**src/rtl/rasPkg.sv**
```systemverilog
package rasPkg;

  typedef enum logic [2:0] {
    CLS_OTHER   = 3'd0,
    CLS_CALL    = 3'd1,
    CLS_RET     = 3'd2,
    CLS_LINKBR  = 3'd3,
    CLS_RETCALL = 3'd4
  } instrClassT;

  typedef struct packed {
    logic push;
    logic pop;
    logic restore;
    logic learn;
  } stackStrobeT;

endpackage

```
**src/rtl/rasCtrl.sv**
```systemverilog
module rasCtrl
  import rasPkg::*;
#(
  parameter int ADDR_W = 32
) (
  input  logic              decValid,
  input  logic [2:0]        decClass,
  input  logic [ADDR_W-1:0] decPc,
  input  logic [ADDR_W-1:0] decTarget,
  input  logic              rsvMispredict,
  input  logic              decTblHit,
  output stackStrobeT       strobe
);

  instrClassT cls;
  logic isCall;
  logic isRet;
  logic isRetCall;
  logic callToNext;

  assign cls        = instrClassT'(decClass);
  assign callToNext = (decTarget == decPc + ADDR_W'(4));

  always_comb begin
    isCall    = 1'b0;
    isRet     = 1'b0;
    isRetCall = 1'b0;
    if (decValid) begin
      unique case (cls)
        CLS_CALL:    isCall    = !callToNext;
        CLS_RET:     isRet     = 1'b1;
        CLS_RETCALL: isRetCall = 1'b1;
        default:     ;
      endcase
    end
  end

  // A rewind wins over any decode-driven stack change in the same cycle.
  assign strobe.restore = rsvMispredict;
  assign strobe.push    = !rsvMispredict && (isCall || isRetCall);
  assign strobe.pop     = !rsvMispredict && (isRet || isRetCall);
  // Learning return sites is independent of the rewind.
  assign strobe.learn   = (isRet || isRetCall) && !decTblHit;

endmodule

```
**src/rtl/rasDatapath.sv**
```systemverilog
module rasDatapath
  import rasPkg::*;
#(
  parameter int ADDR_W      = 32,
  parameter int DEPTH       = 8,
  parameter int TBL_ENTRIES = 16,
  localparam int PTR_W      = $clog2(DEPTH),
  localparam int CNT_W      = $clog2(DEPTH + 1),
  localparam int IDX_W      = $clog2(TBL_ENTRIES),
  localparam int TAG_W      = ADDR_W - IDX_W - 2
) (
  input  logic              clk,
  input  logic              rst,
  input  stackStrobeT       strobe,
  input  logic [ADDR_W-1:0] fetchPc,
  input  logic [ADDR_W-1:0] decPc,
  input  logic [PTR_W-1:0]  rsvPtr,
  input  logic [CNT_W-1:0]  rsvCount,
  output logic              decTblHit,
  output logic              predValid,
  output logic [ADDR_W-1:0] predTarget,
  output logic [PTR_W-1:0]  predPtr,
  output logic [CNT_W-1:0]  predCount
);

  localparam logic [CNT_W-1:0] FULL_CNT = CNT_W'(DEPTH);
  localparam logic [PTR_W-1:0] LAST_PTR = PTR_W'(DEPTH - 1);

  logic [PTR_W-1:0]  tosPtr, nextPtr, ptrInc, ptrDec, wrIdx;
  logic [CNT_W-1:0]  liveCnt, nextCnt;
  logic              wrEn;
  logic [ADDR_W-1:0] pushVal;
  logic [ADDR_W-1:0] stackMem [DEPTH];

  logic              tblValid [TBL_ENTRIES];
  logic [TAG_W-1:0]  tblTag   [TBL_ENTRIES];
  logic [IDX_W-1:0]  fetchIdx, decIdx;
  logic [TAG_W-1:0]  fetchTag, decTag;
  logic              fetchHit;
  logic              unusedLowBits;

  assign unusedLowBits = ^{fetchPc[1:0], decPc[1:0]};

  // ---------------- stack pointer and count ----------------
  assign ptrInc  = (tosPtr == LAST_PTR) ? '0 : tosPtr + 1'b1;
  assign ptrDec  = (tosPtr == '0) ? LAST_PTR : tosPtr - 1'b1;
  assign pushVal = decPc + ADDR_W'(4);

  always_comb begin
    nextPtr = tosPtr;
    nextCnt = liveCnt;
    wrEn    = 1'b0;
    wrIdx   = ptrInc;
    if (strobe.restore) begin
      nextPtr = rsvPtr;
      nextCnt = (rsvCount > FULL_CNT) ? FULL_CNT : rsvCount;
    end else begin
      unique case ({strobe.push, strobe.pop})
        2'b10: begin
          nextPtr = ptrInc;
          wrEn    = 1'b1;
          wrIdx   = ptrInc;
          nextCnt = (liveCnt == FULL_CNT) ? FULL_CNT : liveCnt + 1'b1;
        end
        2'b01: begin
          nextPtr = ptrDec;
          nextCnt = (liveCnt == '0) ? '0 : liveCnt - 1'b1;
        end
        2'b11: begin
          // pop first, then push: the top slot is rewritten in place
          wrEn    = 1'b1;
          wrIdx   = tosPtr;
          nextCnt = (liveCnt == '0) ? CNT_W'(1) : liveCnt;
        end
        default: ;
      endcase
    end
  end

  always_ff @(posedge clk) begin
    if (rst) begin
      tosPtr  <= '0;
      liveCnt <= '0;
    end else begin
      tosPtr  <= nextPtr;
      liveCnt <= nextCnt;
    end
  end

  generate
    for (genvar s = 0; s < DEPTH; s++) begin : gSlot
      always_ff @(posedge clk) begin
        if (wrEn && (wrIdx == PTR_W'(s))) stackMem[s] <= pushVal;
      end
    end
  endgenerate

  // ---------------- return-site table ----------------
  assign fetchIdx = fetchPc[IDX_W+1:2];
  assign fetchTag = fetchPc[ADDR_W-1:IDX_W+2];
  assign decIdx   = decPc[IDX_W+1:2];
  assign decTag   = decPc[ADDR_W-1:IDX_W+2];

  generate
    for (genvar e = 0; e < TBL_ENTRIES; e++) begin : gEntry
      always_ff @(posedge clk) begin
        if (rst)                                        tblValid[e] <= 1'b0;
        else if (strobe.learn && decIdx == IDX_W'(e))   tblValid[e] <= 1'b1;
      end
      always_ff @(posedge clk) begin
        if (strobe.learn && decIdx == IDX_W'(e)) tblTag[e] <= decTag;
      end
    end
  endgenerate

  assign fetchHit  = tblValid[fetchIdx] && (tblTag[fetchIdx] == fetchTag);
  assign decTblHit = tblValid[decIdx] && (tblTag[decIdx] == decTag);

  // ---------------- fetch-cycle outputs ----------------
  assign predValid  = fetchHit && (liveCnt != '0);
  assign predTarget = stackMem[tosPtr];
  assign predPtr    = tosPtr;
  assign predCount  = liveCnt;

endmodule

```
**src/rtl/retStackPredictor.sv**
```systemverilog
module retStackPredictor
  import rasPkg::*;
#(
  parameter int ADDR_W      = 32,
  parameter int DEPTH       = 8,
  parameter int TBL_ENTRIES = 16,
  localparam int PTR_W      = $clog2(DEPTH),
  localparam int CNT_W      = $clog2(DEPTH + 1)
) (
  input  logic              clk,
  input  logic              rst,
  input  logic [ADDR_W-1:0] fetchPc,
  input  logic              decValid,
  input  logic [2:0]        decClass,
  input  logic [ADDR_W-1:0] decPc,
  input  logic [ADDR_W-1:0] decTarget,
  input  logic              rsvMispredict,
  input  logic [PTR_W-1:0]  rsvPtr,
  input  logic [CNT_W-1:0]  rsvCount,
  output logic              predValid,
  output logic [ADDR_W-1:0] predTarget,
  output logic [PTR_W-1:0]  predPtr,
  output logic [CNT_W-1:0]  predCount
);

  stackStrobeT strobe;
  logic        decTblHit;

  rasCtrl #(.ADDR_W(ADDR_W)) ctrl_i (
    .decValid      (decValid),
    .decClass      (decClass),
    .decPc         (decPc),
    .decTarget     (decTarget),
    .rsvMispredict (rsvMispredict),
    .decTblHit     (decTblHit),
    .strobe        (strobe)
  );

  rasDatapath #(
    .ADDR_W      (ADDR_W),
    .DEPTH       (DEPTH),
    .TBL_ENTRIES (TBL_ENTRIES)
  ) dp_i (
    .clk        (clk),
    .rst        (rst),
    .strobe     (strobe),
    .fetchPc    (fetchPc),
    .decPc      (decPc),
    .rsvPtr     (rsvPtr),
    .rsvCount   (rsvCount),
    .decTblHit  (decTblHit),
    .predValid  (predValid),
    .predTarget (predTarget),
    .predPtr    (predPtr),
    .predCount  (predCount)
  );

endmodule

```
**config.mk**
```make
export PLATFORM = sky130hd
export DESIGN_NAME = retStackPredictor
export DESIGN_NICKNAME = d
export VERILOG_FILES = /design/src/rtl/rasPkg.sv /design/src/rtl/rasCtrl.sv /design/src/rtl/rasDatapath.sv /design/src/rtl/retStackPredictor.sv
export SDC_FILE = /design/constraint.sdc
export NUM_CORES = 1
export LEC_CHECK = 0
export BUFFER_PORTS_ARGS = -buffer_cell sky130_fd_sc_hd__buf_2
export CAP_MARGIN = 40
export CORE_MARGIN = 5
export CORE_UTILIZATION = 43
export CTS_CLUSTER_SIZE = 16
export DETAILED_ROUTE_END_ITERATION = 7
export GPL_TIMING_DRIVEN = 0
export HOLD_SLACK_MARGIN = 0.02
export MAX_ROUTING_LAYER = met4
export SETUP_SLACK_MARGIN = 0.2
export SLEW_MARGIN = 20
export SYNTH_ARGS = -nofsm -noshare
export SYNTH_HDL_FRONTEND = slang
export SYNTH_SLANG_ARGS = --single-unit
```
**constraint.sdc**
```tcl
create_clock -name clk -period 7.5 [get_ports clk]
set_input_delay 1.5 -clock clk [delete_from_list [all_inputs] [get_ports clk]]
set_output_delay 1.5 -clock clk [all_outputs]
set_load 0.01 [all_outputs]
```
## After elaboration in Yosys (flattened, before gate mapping)

Memory sizes are Yosys's and may differ from the RTL's. A register that Yosys moved wholly into a read port is not among the register bits.
Cells that the tools add are included.

- Eq/ne operators: 34
- Shifts and indexed selects: 0
- Divide/modulo/power cells: 0
- Add/subtract/negate cells: 5
- Order comparisons: 1
- $mul: 0
- Reduce and logical (&&, ||, !) cells: 66
- Muxes and demuxes: 186
- Bitwise operators: 16

Operators with widths:

| cell | count |
|---|---|
| $mux W26 | 15 |
| $reduce_or A26 Y1 | 15 |
| $mux W32 | 7 |
| $reduce_or A32 Y1 | 7 |
| $mux W1 | 128 |
| $mux W4 | 20 |
| $eq A26 B26 Y1 | 2 |
| $mux W3 | 14 |
| $eq A4 B4 Y1 const B | 9 |
| $add A32 B3 Y32 const B | 1 |
| $eq A32 B32 Y1 | 1 |
| $logic_and A1 B1 Y1 | 30 |
| $eq A3 B3 Y1 const B | 6 |
| $eq A4 B3 Y1 const B | 4 |
| $or A1 B1 Y1 | 16 |
| $pmux W4 S3 | 1 |
| $eq A3 B2 Y1 const B | 3 |
| $eq A4 B2 Y1 const B | 2 |
| $logic_not A4 Y1 | 2 |
| $reduce_bool A4 Y1 | 2 |
| $eq A3 B1 Y1 const B | 2 |
| $logic_not A3 Y1 | 2 |
| $pmux W3 S2 | 1 |
| $add A4 B1 Y4 const B | 1 |
| other kinds (13) | 17 |

- ROM bits: 0
- Memories kept: 3
- Logic and storage cells: 313
- Output and inout port bits: 40
- Bits of input ports: 110
- Register bits after elaboration: 7
- Bits in latches: 0
- RAM bits: 688

Memories:

| memory | words | width | rd ports | clocked after memory_dff | write ports | line | source |
|---|---|---|---|---|---|---|---|
| dp_i.tblTag | 16 | 26 | 2 | 0 | 1 | rasDatapath.sv:36 | `logic [TAG_W-1:0] tblTag [TBL_ENTRIES];` |
| dp_i.stackMem | 8 | 32 | 1 | 1 | 1 | rasDatapath.sv:33 | `logic [ADDR_W-1:0] stackMem [DEPTH];` |
| dp_i.tblValid | 16 | 1 | 2 | 0 | 16 | rasDatapath.sv:35 | `logic tblValid [TBL_ENTRIES];` |

## Logic depth before layout (Yosys ltp)

Gate-level depths: netlist of the first run.

- Depth after elaboration: 24
- Mapped depth: 23
- Depth with buffers taken out: 17

## Cells and area by module

From an unflattened synthesis of the first run, not the netlist that was laid out.

- Cell total of the unflattened synthesis: 1,912
- Area, all modules: 33,484.6 um2

By module, submodules not included:

| module | cells an instance | instances | area an instance (um2) | sequential area each (um2) |
|---|---|---|---|---|
| rasDatapath | 1,742 | 1 | 32,205.9 | 20,850.0 |
| rasCtrl | 170 | 1 | 1,278.7 | 0.0 |

## Worst setup path before layout of the first run

No wires, ideal clock.

- Path kind: input port to flip-flop
- Start point: input decPc[2]
- End point: memory dp_i.stackMem[7][0], enable pin
- Slack: 0.293 ns
- Library setup time: 0.425 ns
- Arrival: 6.782 ns
- Path buffers: 8
- Stages: 22
- Required time: 7.075 ns
- Path through: buf_6 -> buf_12 -> buf_8 -> buf_6 -> buf_6 -> buf_6 -> nand4_4 -> or4_1 -> clkbuf_2 -> or2_2 -> nor3_1 -> xor2_1 -> xnor2_1 -> nand4_1 -> o21a_1 -> ha_1 -> clkbuf_1 -> nor2b_1 -> nor2_1 -> nand2_1 -> o21ai_0 -> nor2b_1

- Word-level cells in the longest chain between the ends: 22
- Elaborated cells between the ends (all ways): 67
- Those cells by class: 1 x add/sub; 10 x eq/ne; 36 x mux; 20 x reduce/logical

Ends and longest elaborated chain:

| item | line | source |
|---|---|---|
| start: declaration | retStackPredictor.sv:15 | `input logic [ADDR_W-1:0] decPc,` |
| $add A32 B3 Y32 * | -- |  |
| named net dp_i.pushVal[27] | rasDatapath.sv:32 | `logic [ADDR_W-1:0] pushVal;` |
| $eq A32 B32 Y1 * | rasCtrl.sv:22 | `assign callToNext = (decTarget == decPc + ADDR_W'(4));` |
| $logic_not A1 Y1 * | rasCtrl.sv:30 | `CLS_CALL: isCall = !callToNext;` |
| $mux W1 * | rasCtrl.sv:29 | `unique case (cls)` |
| $mux W1 * | rasCtrl.sv:28 | `if (decValid) begin` |
| $logic_or A1 B1 Y1 * | rasCtrl.sv:40 | `assign strobe.push = !rsvMispredict && (isCall \|\| isRetCall);` |
| $logic_and A1 B1 Y1 * | rasCtrl.sv:40 |  |
| $eq A2 B2 Y1 | rasDatapath.sv:58 | `unique case ({strobe.push, strobe.pop})` |
| $mux W3 / $reduce_or A2 Y1 (equally long branches) | -- |  |
| $mux W3 / $mux W1 (equally long branches) | rasDatapath.sv:54, rasDatapath.sv:58 |  |
| $eq A3 B1 Y1 / $mux W1 (equally long branches) | rasDatapath.sv:93, rasDatapath.sv:54 |  |
| $logic_and A1 B1 Y1 | rasDatapath.sv:93 | `if (wrEn && (wrIdx == PTR_W'(s))) stackMem[s] <= pushVal;` |
| $mux W1 | rasDatapath.sv:93 |  |
| $mux W1 (implied by the code) | rasDatapath.sv:93 |  |
| $reduce_or A32 Y1 (no source line) | -- |  |
| $mux W3 (no source line) / $mux W1 (equally long branches) (7 in a row) | -- |  |
| end: declaration | rasDatapath.sv:33 |  |

Mark *: on every way through the listed nets, which the timed path passes. The rest lies on a longest branch.

## Final worst setup path of the first run

- Start point: input fetchPc[2]
- End point: output predValid

- Word-level cells in the longest chain between the ends: 4
- Elaborated cells between the ends (all ways): 5
- Those cells by class: 1 x eq/ne; 2 x reduce/logical; 2 x memory

Ends and longest elaborated chain:

| item | line | source |
|---|---|---|
| start: declaration | retStackPredictor.sv:12 | `input logic [ADDR_W-1:0] fetchPc,` |
| $mem_v2 Z16 W26 | -- |  |
| $eq A26 B26 Y1 | rasDatapath.sv:116 | `assign fetchHit = tblValid[fetchIdx] && (tblTag[fetchIdx] == fetchTag);` |
| $logic_and A1 B1 Y1 * | rasDatapath.sv:116 |  |
| $logic_and A1 B1 Y1 * | rasDatapath.sv:120 | `assign predValid = fetchHit && (liveCnt != '0);` |
| end: declaration | retStackPredictor.sv:20 | `output logic predValid,` |

Mark *: on every way between the ends. The rest lies on a longest branch, timed or not.

==> run metrics, run 1 <==
GRT Resource Usage Total=26.9%; Switching Fraction=24.1%; Slew Limit Fails=0; Clock power frac=40.9%; Tmin final=7.12 ns; WL/cell=33.8 µm; Hold Fails Final Rpt=0; Worst path depth=10; CTS tree=yes; Worst setup EP type=primary output; Rows=101; Post-Route WL=108000 µm; period utilisation layout=94.9%; outcome=finished, final reports clean; Post-Route Setup TNS=0 ns; Reg2Reg Depth=13; WHS=0.543 ns; CP Class=input port to primary output; drt first pass iters=7; CP required=6.00 ns; Chip Height=287 µm; Place WS=-1.07 ns; die area=82300 µm²; Area Growth Syn to Fin=18.0%; sequential share of the synthesized area=63.3%; worst clock skew=0.0288 ns; FFs w/ async S/R, synth=0%; Slew headroom=42.9%; maximum clock frequency=0.140 GHz; CTS buffer count=78; Synth Area per Inst=18.3 µm²; CTS root buf=clkbuf_16; CP delay by family, top=buffers and inverters; Post-Syn Area=33000 µm²; number of global-route vias before repair=20500; Slowest-stage cell, CP=nor4_2; Int Pwr=6.75 mW; Chip Width=287 µm; register bit total from synthesis=698; Core ar.=75900 µm²; net switching power=2.14 mW; CP bufs+invs=5; R2R Setup Slk=3.31 ns; H-tree depth=3; initial core utilization=43.4%; number of max-cap violations=0; Power Density=229 nW/µm²; Skew-Pair Late Insertion Delay=0.64 ns; hold path cells=1; RSZ-0062 raised after global routing=no; Flop pwr share=48.7%; Sink Count=698; largest net degree at the start of global routing=25; # setup viols final=0; share of cells above drive strength 1=34.6%; post-synthesis cell count=1802; Crit Path Max Fanout=10; CP max stage delay=0.58 ns; CTS max path bufs=3; Leakage=12.6 nW; DR DRC count=0; Worst-Margin Slew=0.856 ns; total of fill cells in the finished design=6195; Overflow after GRT=0; critical path cell sequence=clkbuf_1, clkbuf_1, buf_6, buf_2, mux4_2, mux4_2, xnor2_1, nand4_1, nor4_2, buf_2; Hold Crit Class=flop to flop; worst setup slack after layout=0.381 ns; Final nets=2225; Layout Utilization=51.2%; net count after synthesis=1926; vias=20200; Arr. time, crit path=5.62 ns; Worst IR Drop VDD=0.000188 V; vias per cell=6.31; Combinational Power Share=10.3%; Port Buffers=143; Post-DRT Antenna Nets=0; Synth cell types=81; clk slew on worst S/H paths=0.06 ns; crit start category=input port; initial antenna violation count=5; dpl hpwl=77800 µm; Initial DRC Count=2334; hold_buf cts=0; Synth Flop Type=edfxtp_1; GP Congestion=1.01; first-pass GRT wire length=153000 µm; Synth Warn #=0; EDFF count, synth=687; # IOs=150
power by group through the flow:
stage / sequential [mW] / clock (mW) / combinational [mW]
after floorplan: 4.41 / 0 / 0.514
after global placement: 4.42 / 0 / 0.862
after CTS: 4.33 / 3.69 / 0.908
after detailed placement: 4.42 / 0 / 0.901
final: 4.33 / 3.64 / 0.918
after global routing: 4.34 / 3.86 / 0.959
routing by layer:
layer / wire length, µm / vias to the layer above / global-route usage (%) / share of wire [%]
li1: - / 8155 / - / -
met1: 41300 / 10600 / 35.3 / 38
met2: 53600 / 1155 / 43.6 / 50
met3: 9520 / 207 / 4.48 / 8.8
met4: 3820 / 0 / 8.77 / 3.5
met5: 0 / - / - / 0
sequential cells by signal (all words and copies together) (netlist names), named ones only:
name	flops
dp_i.predPtr	3
dp_i.stackMem	256
dp_i.predCount	4
dp_i.tblTag	416
dp_i.tblValid	16
Yosys cell counts (all sizes together), types with 5 or more instances:
| cell type | count | area (µm²) |
|---|---|---|
| nor3 | 22 | 110 |
| nand4 | 15 | 109 |
| xnor3 | 6 | 135 |
| mux4 | 278 | 6270 |
| mux2 | 46 | 518 |
| o221ai | 7 | 61.3 |
| nor4 | 27 | 184 |
| o2111ai | 5 | 43.8 |
| a21oi | 21 | 105 |
| edfxtp | 687 | 20600 |
| xnor2 | 68 | 596 |
| a221oi | 11 | 103 |
| o22ai | 12 | 75.1 |
| clkbuf | 62 | 234 |
| nand2b | 17 | 106 |
| inv | 28 | 105 |
| nand2 | 44 | 165 |
| nor2b | 13 | 81.3 |
| buf | 58 | 377 |
| xor2 | 34 | 298 |
| or4 | 5 | 41.3 |
| dfxtp | 11 | 220 |
| o211ai | 6 | 45.0 |
| or3 | 5 | 31.3 |
| o21ai | 32 | 198 |
| a22o | 7 | 61.3 |
| nand3 | 40 | 200 |
| ha | 14 | 175 |
| a22oi | 21 | 158 |
| nor2 | 57 | 214 |
| and2 | 5 | 31.3 |
| mux2i | 73 | 731 |
stage by stage:
step | area [µm²] | total power, mW | cells
final | 38900 | 8.89 | 3198
after global routing | 38900 | 9.15 | 3196
after CTS | 38800 | 8.94 | 3185
after global placement | 35000 | 5.28 | 2975
after floorplan | 33000 | 4.93 | 1802
after detailed placement | 36200 | 5.32 | 3036
worst register-to-register path: cells and delay by family (launching register included):
family                 cells  cell delay (ns)
and+or+nand+nor            5             1.14
buffers and inverters      5             1.04
muxes                      2             1.02
DFF                        1             0.37
AOI/OAI and AO/OA          1             0.36
cell type report:
type	count	area [µm²]	area share [%]
plain buffers	119	633	1.63
clock buffers	96	2020	5.19
diodes	5	12.5	0.0322
multi-input cells	955	11600	29.9
clock inverters	46	377	0.968
inverters	29	109	0.280
well taps	1030	1290	3.31
flip-flops and latches	698	20900	53.6
repair buffers	220	1970	5.08
cell families (layout without fill, tap and decap cells):
family / count (synthesis) / in the layout / synth area share (%)
xor+xnor: 108 / 108 / 3.12
flops: 698 / 698 / 63.3
buf+inv: 149 / 510 / 2.18
compound gates: 167 / 167 / 3.76
other cells: 0 / 5 / 0
fa+ha+maj: 14 / 14 / 0.532
mux: 397 / 397 / 22.8
simple gates: 269 / 269 / 4.32
worst paths after layout:
kind / start / endpoint
worst max register to register: dp_i.tblTag[1][10]$_DFFE_PP_ / dp_i.tblTag[15][19]$_DFFE_PP_
worst max-delay path: fetchPc[2] / predValid
worst min register to register: dp_i.tblValid[8]$_DFF_P_ / dp_i.tblValid[8]$_DFF_P_
worst min-delay path: dp_i.tblValid[8]$_DFF_P_ / dp_i.tblValid[8]$_DFF_P_
timing repair:
action / CTS / global route
setup endpoints to repair: 257 / 122
pin swaps: 5 / 2
gates cloned: 0 / 0
endpoints found under the hold margin: 0 / 0
gates resized for setup: 8 / 8
buffers inserted: 8 / 1
cell usage in the layout, fill, tap and decap left out, types with 7 or more instances in the layout:
master	n
xor2_1	31
mux4_2	276
buf_2	161
a221oi_1	10
nor4_1	24
edfxtp_1	687
nor3_1	21
o21ai_0	18
mux2_2	46
nor2b_1	11
nand2_1	44
dfxtp_1	11
nor2_1	36
buf_16	12
nand3_1	40
a21oi_1	21
o22ai_1	12
clkinv_1	25
inv_1	26
ha_1	13
o221ai_1	7
a22oi_1	21
clkbuf_2	7
clkbuf_1	73
buf_4	14
nand4_1	14
nor2_4	21
xnor2_1	65
buf_12	25
buf_1	16
nand2b_1	17
o21ai_2	10
buf_6	32
clkbuf_16	78
buf_8	9
a22o_1	7
mux2i_1	73
No activity file was read; power rests on OpenSTA's default activity.
==> run 2, diff against run 1 <==
Settings changed: CORE_ASPECT_RATIO set to 1.75.
==> run metrics, run 2 (same netlist as run 1, synthesis figures left out) <==
outcome=finished, final reports clean; Final nets=2220 (-0.22%); initial antenna violation count=5 (unchanged); CP Class=input port to flop; WL/cell=35.7 µm (+5.5%); maximum clock frequency=0.140 GHz (-0.61%); Overflow after GRT=0 (unchanged); Combinational Power Share=10.9% (+0.6 points); Post-Route WL=113000 µm (+4.5%); Final Cell Area=38400 µm² (-1.2%); Largest Register=dp_i.tblTag; Port Buffers=143 (unchanged); CTS buffer count=66 (-15%); vias per cell=6.28 (-0.39%); Flop pwr share=50.9% (+2.2 points); GRT Resource Usage Total=28.3% (+1.4 points); CP required=7.84 ns (+1.84 ns); Core ar.=76100 µm² (+0.22%); capture point of the worst reg-to-reg path=dp_i.tblTag[15][22]$_DFFE_PP_; Slew headroom=33.7% (-9.2 points); Worst setup EP type=flop; largest net degree at the start of global routing=25 (unchanged); share of cells above drive strength 1=34.9% (+0.34 points); vias=19900 (-1.3%); Arr. time, crit path=7.50 ns (+1.88 ns); total of fill cells in the finished design=6310 (+1.9%); CTS root buf=clkbuf_16; Reg2Reg Depth=11 (-2); Sink Count=698 (unchanged); Crit Path Max Fanout=19 (+9); placed instance area=36100 µm² (-0.29%); Clock power frac=38.2% (-2.7 points); Tmin final=7.16 ns (+0.0437 ns); # IOs=150 (unchanged); # setup viols final=0 (unchanged); DR DRC count=0 (unchanged); first-pass GRT wire length=158000 µm (+3.2%); Initial DRC Count=1953 (-16%); CTS max path bufs=3 (unchanged); Rows=134 (+33%); Int Pwr=6.47 mW (-4.2%); overall power=8.51 mW (-4.3%); most common cell after layout, fill and taps aside=edfxtp_1; dpl hpwl=82300 µm (+5.9%); Reg2Reg Launch Point=dp_i.tblTag[7][11]$_DFFE_PP_; crit start category=input port; Chip Height=376 µm (+31%); most frequent cells in the layout=edfxtp_1 (687), mux4_2 (276), buf_2 (161); Worst IR Drop VDD=0.000126 V (-33%); die area=82500 µm² (+0.26%); drt first pass iters=6 (-1); Hold Fails Final Rpt=0 (unchanged); Power Density=221 nW/µm² (-3.2%); CTS tree=yes; Largest regs=dp_i.tblTag: 416 flops, dp_i.stackMem: 256 flops, dp_i.tblValid: 16 flops; period utilisation layout=95.5% (+0.58 points); RSZ-0062 raised after global routing=no; Worst-Margin Slew=0.994 ns (+0.138 ns); Area Growth Syn to Fin=16.7%; worst setup slack after layout=0.337 ns (-0.0437 ns); R2R Setup Slk=3.10 ns (-0.21 ns); initial core utilization=43.3% (-0.096 points); net switching power=2.05 mW (-4.4%); max FFs per register=416 (unchanged); Place WS=-1.17 ns (-0.0954 ns); Hold Crit Class=flop to flop; Post-DRT Antenna Nets=0 (unchanged); Switching Fraction=24.0% (-0.041 points); crit path from=decPc[3]; number of global-route vias before repair=21100 (+2.6%); Slew Limit Fails=0 (unchanged); Worst setup endpoint=dp_i.stackMem[7][21]$_DFFE_PP_; worst clock skew=0.0222 ns (-0.00653 ns); H-tree depth=3 (unchanged); Skew-Pair Late Insertion Delay=0.66 ns (+0.02 ns); GP Congestion=0.956 (-4.9%); hold_buf cts=0 (unchanged); WHS=0.523 ns (-0.0197 ns); Chip Width=219 µm (-24%); number of max-cap violations=0 (unchanged); clk slew on worst S/H paths=0.06 ns (about the same); Leakage=12.5 nW (-1.2%)
-- run 2: changes by cell type in the layout (fill, tap and decap cells not counted), sizes merged --
cell	previous run	this run
bufinv	4	3
clkbuf	165	156
clkinv	35	19
clkdlybuf4s18	1	0
clkinvlp	2	1
diode	5	3
buf	269	279
-- run 2: repair_timing --
action	4_1_cts	5_1_grt
setup endpoints to repair	253	126
pin swaps	5	1
endpoints found under the hold margin	0	0
resized for setup	12	15
buffers inserted	22	2
-- run 2: through the flow --
stage          setup TNS [ns]  utilization [%]  std cells
2_1_floorplan               0                -       1802
3_3_place_gp         -1701.13             45.9       2965
3_5_place_dp          -237.93             47.4       3022
4_1_cts                     0             50.4       3160
5_1_grt                     0             50.5       3168
6_report                    0             50.5       3168
-- run 2: power by group through the flow --
stage	logic, mW	clock network, mW	registers (mW)
floorplan	0.514	0	4.41
global route	0.966	3.46	4.33
detailed placement	0.915	0	4.42
CTS	0.922	3.30	4.33
global placement	0.882	0	4.42
finish	0.927	3.25	4.33
-- run 2: cell type report --
class	instances	area, µm²	share of cell area [%]
Multi-Input combinational cell	955	11700	30.4
Buffer	119	641	1.67
Antenna cell	3	7.51	0.0195
Timing Repair Buffer	227	1860	4.85
Clock inverter	28	246	0.641
Sequential cell	698	20900	54.2
Tap cell	1020	1280	3.32
Clock buffer	89	1780	4.63
Inverter	29	109	0.283
-- run 2: worst min-delay path by stage --
| stage | startpoint | endpoint | slack (ns) | cells after the start |
|---|---|---|---|---|
| after CTS | dp_i.tblValid[8]$_DFF_P_ | dp_i.tblValid[8]$_DFF_P_ | 0.52 | 1 |
| final | dp_i.tblValid[8]$_DFF_P_ | dp_i.tblValid[8]$_DFF_P_ | 0.52 | 1 |
| after detailed placement | dp_i.tblValid[8]$_DFF_P_ | dp_i.tblValid[8]$_DFF_P_ | 0.51 | 1 |
| after floorplan | dp_i.tblValid[8]$_DFF_P_ | dp_i.tblValid[8]$_DFF_P_ | 0.46 | 1 |
| after global placement | dp_i.tblValid[8]$_DFF_P_ | dp_i.tblValid[8]$_DFF_P_ | 0.50 | 1 |
| after global routing | dp_i.tblValid[8]$_DFF_P_ | dp_i.tblValid[8]$_DFF_P_ | 0.56 | 1 |
-- run 2: metal layers --
layer  up-vias  part of all wire, %  global-route usage [%]
met4         0                  7.7                    17.7
met1     10500                   34                    30.8
met5         -                    0                       -
li1       8126                    -                       -
met2       996                   53                    48.7
met3       299                  5.9                    3.97
-- run 2: critical path, cell delays in order --
cell and delay, ns:
buf_2 0.24, buf_2 0.39, buf_4 0.34, buf_4 0.31, clkbuf_4 0.34, nand4_4 0.16
nor2_1 0.24, xor2_2 0.52, xor2_1 0.12, or4_1 0.64, nor4_1 0.22, nand4_1 0.40
o21a_1 0.34, ha_1 0.20, clkbuf_1 0.20, nor2b_1 0.20, nor2_1 0.17, nand2_1 0.07
o21ai_0 0.22, nor2b_4 0.34, buf_12 0.23
==> run 3, diff against run 2 <==
Settings changed: CELL_PAD_IN_SITES_DETAIL_PLACEMENT set to 0, CELL_PAD_IN_SITES_GLOBAL_PLACEMENT set to 2, PLACE_DENSITY_LB_ADDON set to 0.1.
Clock period 7.5 ns to 7.6 ns, I/O delays scaled along.
==> run metrics, run 3 (same netlist as run 1, synthesis figures left out) <==
share of cells above drive strength 1=35.8% (+0.84 points); Crit Path Max Fanout=9 (-10); Hold Fails Final Rpt=0 (unchanged); outcome=finished, final reports clean; worst clock skew=0.0214 ns (-0.000879 ns); number of global-route vias before repair=21000 (-0.0095%); Chip Width=219 µm (unchanged); Post-Route WL=117000 µm (+3.6%); hold_buf cts=0 (unchanged); Slew Limit Fails=0 (unchanged); largest net degree at the start of global routing=25 (unchanged); number of max-cap violations=0 (unchanged); die area=82500 µm² (unchanged); Leakage=12.7 nW (+1.8%); Worst IR Drop VDD=0.000169 V (+34%); first-pass GRT wire length=163000 µm (+3.2%); Sink Count=698 (unchanged); final std cells w/o fill=3185 (+0.54%); clk slew on worst S/H paths=0.06 ns (about the same); Hold Crit Class=flop to flop; Layout Utilization=51.1% (+0.64 points); CTS buffer count=69 (+4.5%); initial antenna violation count=3 (-2); CP required=6.08 ns (-1.76 ns); GP Congestion=0.949 (-0.71%); Rows=134 (unchanged); worst setup slack after layout=0.373 ns (+0.0363 ns); most common cell after layout, fill and taps aside=edfxtp_1; Arr. time, crit path=5.71 ns (-1.79 ns); vias per cell=6.26 (-0.26%); Final nets=2234 (+0.63%); DR DRC count=0 (unchanged); Slew headroom=42.6% (+8.9 points); Skew-Pair Late Insertion Delay=0.66 ns (about the same); CTS root buf=clkbuf_16; maximum clock frequency=0.138 GHz; Worst setup EP type=primary output; most frequent cells in the layout=edfxtp_1 (687), mux4_2 (276), buf_2 (162); GRT Resource Usage Total=29.4% (+1.1 points); Initial DRC Count=1972 (+0.97%); Port Buffers=143 (unchanged); Power Density=223 nW/µm² (+0.82%); initial core utilization=43.3% (unchanged); Chip Height=376 µm (unchanged); RSZ-0062 raised after global routing=no; Core ar.=76100 µm² (unchanged); Worst-Margin Slew=0.858 ns (-0.136 ns); CTS max path bufs=3 (unchanged); period utilisation layout=95.1%; dpl hpwl=86600 µm (+5.2%); vias=20000 (+0.28%); crit start category=input port; # setup viols final=0 (unchanged); Place WS=-1.48 ns (-0.312 ns); Post-Route Setup TNS=0 ns (unchanged); Tmin final=7.23 ns; WL/cell=36.8 µm (+3.1%); CTS tree=yes; Overflow after GRT=0 (unchanged); CP Class=input port to primary output; max FFs per register=416 (unchanged); Placed Cells=3034 (+0.40%); Largest regs=dp_i.tblTag: 416 flops, dp_i.stackMem: 256 flops, dp_i.tblValid: 16 flops; drt first pass iters=5 (-1); Post-DRT Antenna Nets=0 (unchanged); H-tree depth=3 (unchanged); Largest Register=dp_i.tblTag; # IOs=150 (unchanged); Area Growth Syn to Fin=18.1%
==> run 3: area by class of cell <==
type                       count  area, µm²
buffer                       119        648
clock buffer                  89       1860
multi-input combinational    955      11600
tap                         1020       1280
clock inverter                34        384
antenna                        3       7.51
sequential                   698      20900
timing repair buffer         238       2160
inverter                      29        109
fill                        6307      37200
==> run 3: path summary, 6_finish.rpt <==
| path | cells after the start | slack (ns) | startpoint | end |
|---|---|---|---|---|
| min | 1 | 0.52 | dp_i.tblValid[8]$_DFF_P_ | dp_i.tblValid[8]$_DFF_P_ |
| min reg2reg | 1 | 0.52 | dp_i.tblValid[8]$_DFF_P_ | dp_i.tblValid[8]$_DFF_P_ |
| max | 11 | 0.37 | fetchPc[2] | predValid |
| max reg2reg | 12 | 3.25 | dp_i.tblTag[7][11]$_DFFE_PP_ | dp_i.tblTag[15][5]$_DFFE_PP_ |
==> run 3: power breakdown <==
part           internal (mW)  total [mW]  switching [mW]
combinational          0.366       0.925           0.559
sequential              4.26        4.28          0.0164
clock                   1.98        3.49            1.51
total                   6.61        8.69            2.08
==> run 3: through the flow <==
| step | hold WS, ns | area [µm²] | total power, mW |
|---|---|---|---|
| floorplan | 0.463 | 33000 | 4.86 |
| global placement | 0.501 | 34900 | 5.24 |
| detailed placement | 0.505 | 36300 | 5.28 |
| CTS | 0.523 | 38800 | 8.75 |
| global route | 0.534 | 38900 | 8.94 |
| finish | 0.520 | 38900 | 8.69 |
==> run 3: per-layer routing <==
metal / GRT usage, % / up-vias / part of all wire (%)
met1: 32.7 / 10700 / 35
li1: - / 8150 / -
met3: 4.62 / 283 / 5.7
met4: 17.1 / 0 / 7.2
met5: - / - / 0
met2: 50.2 / 870 / 52
==> run 3: what timing repair did <==
| action | CTS | global route |
|---|---|---|
| endpoints found under the setup margin | 261 | 240 |
| resized for setup | 11 | 11 |
| setup buffers | 20 | 0 |
| pin swaps | 6 | 0 |
==> run 3: worst max-delay path, stage by stage <==
cell and delay (ns):
clkbuf_1 0.44, clkbuf_2 0.35, buf_8 0.19, mux4_2 0.52, mux4_2 0.48, xnor2_1 0.32, nand4_1 0.31, nor4_2 0.49
nand3_1 0.36, nor4_2 0.49, buf_2 0.23
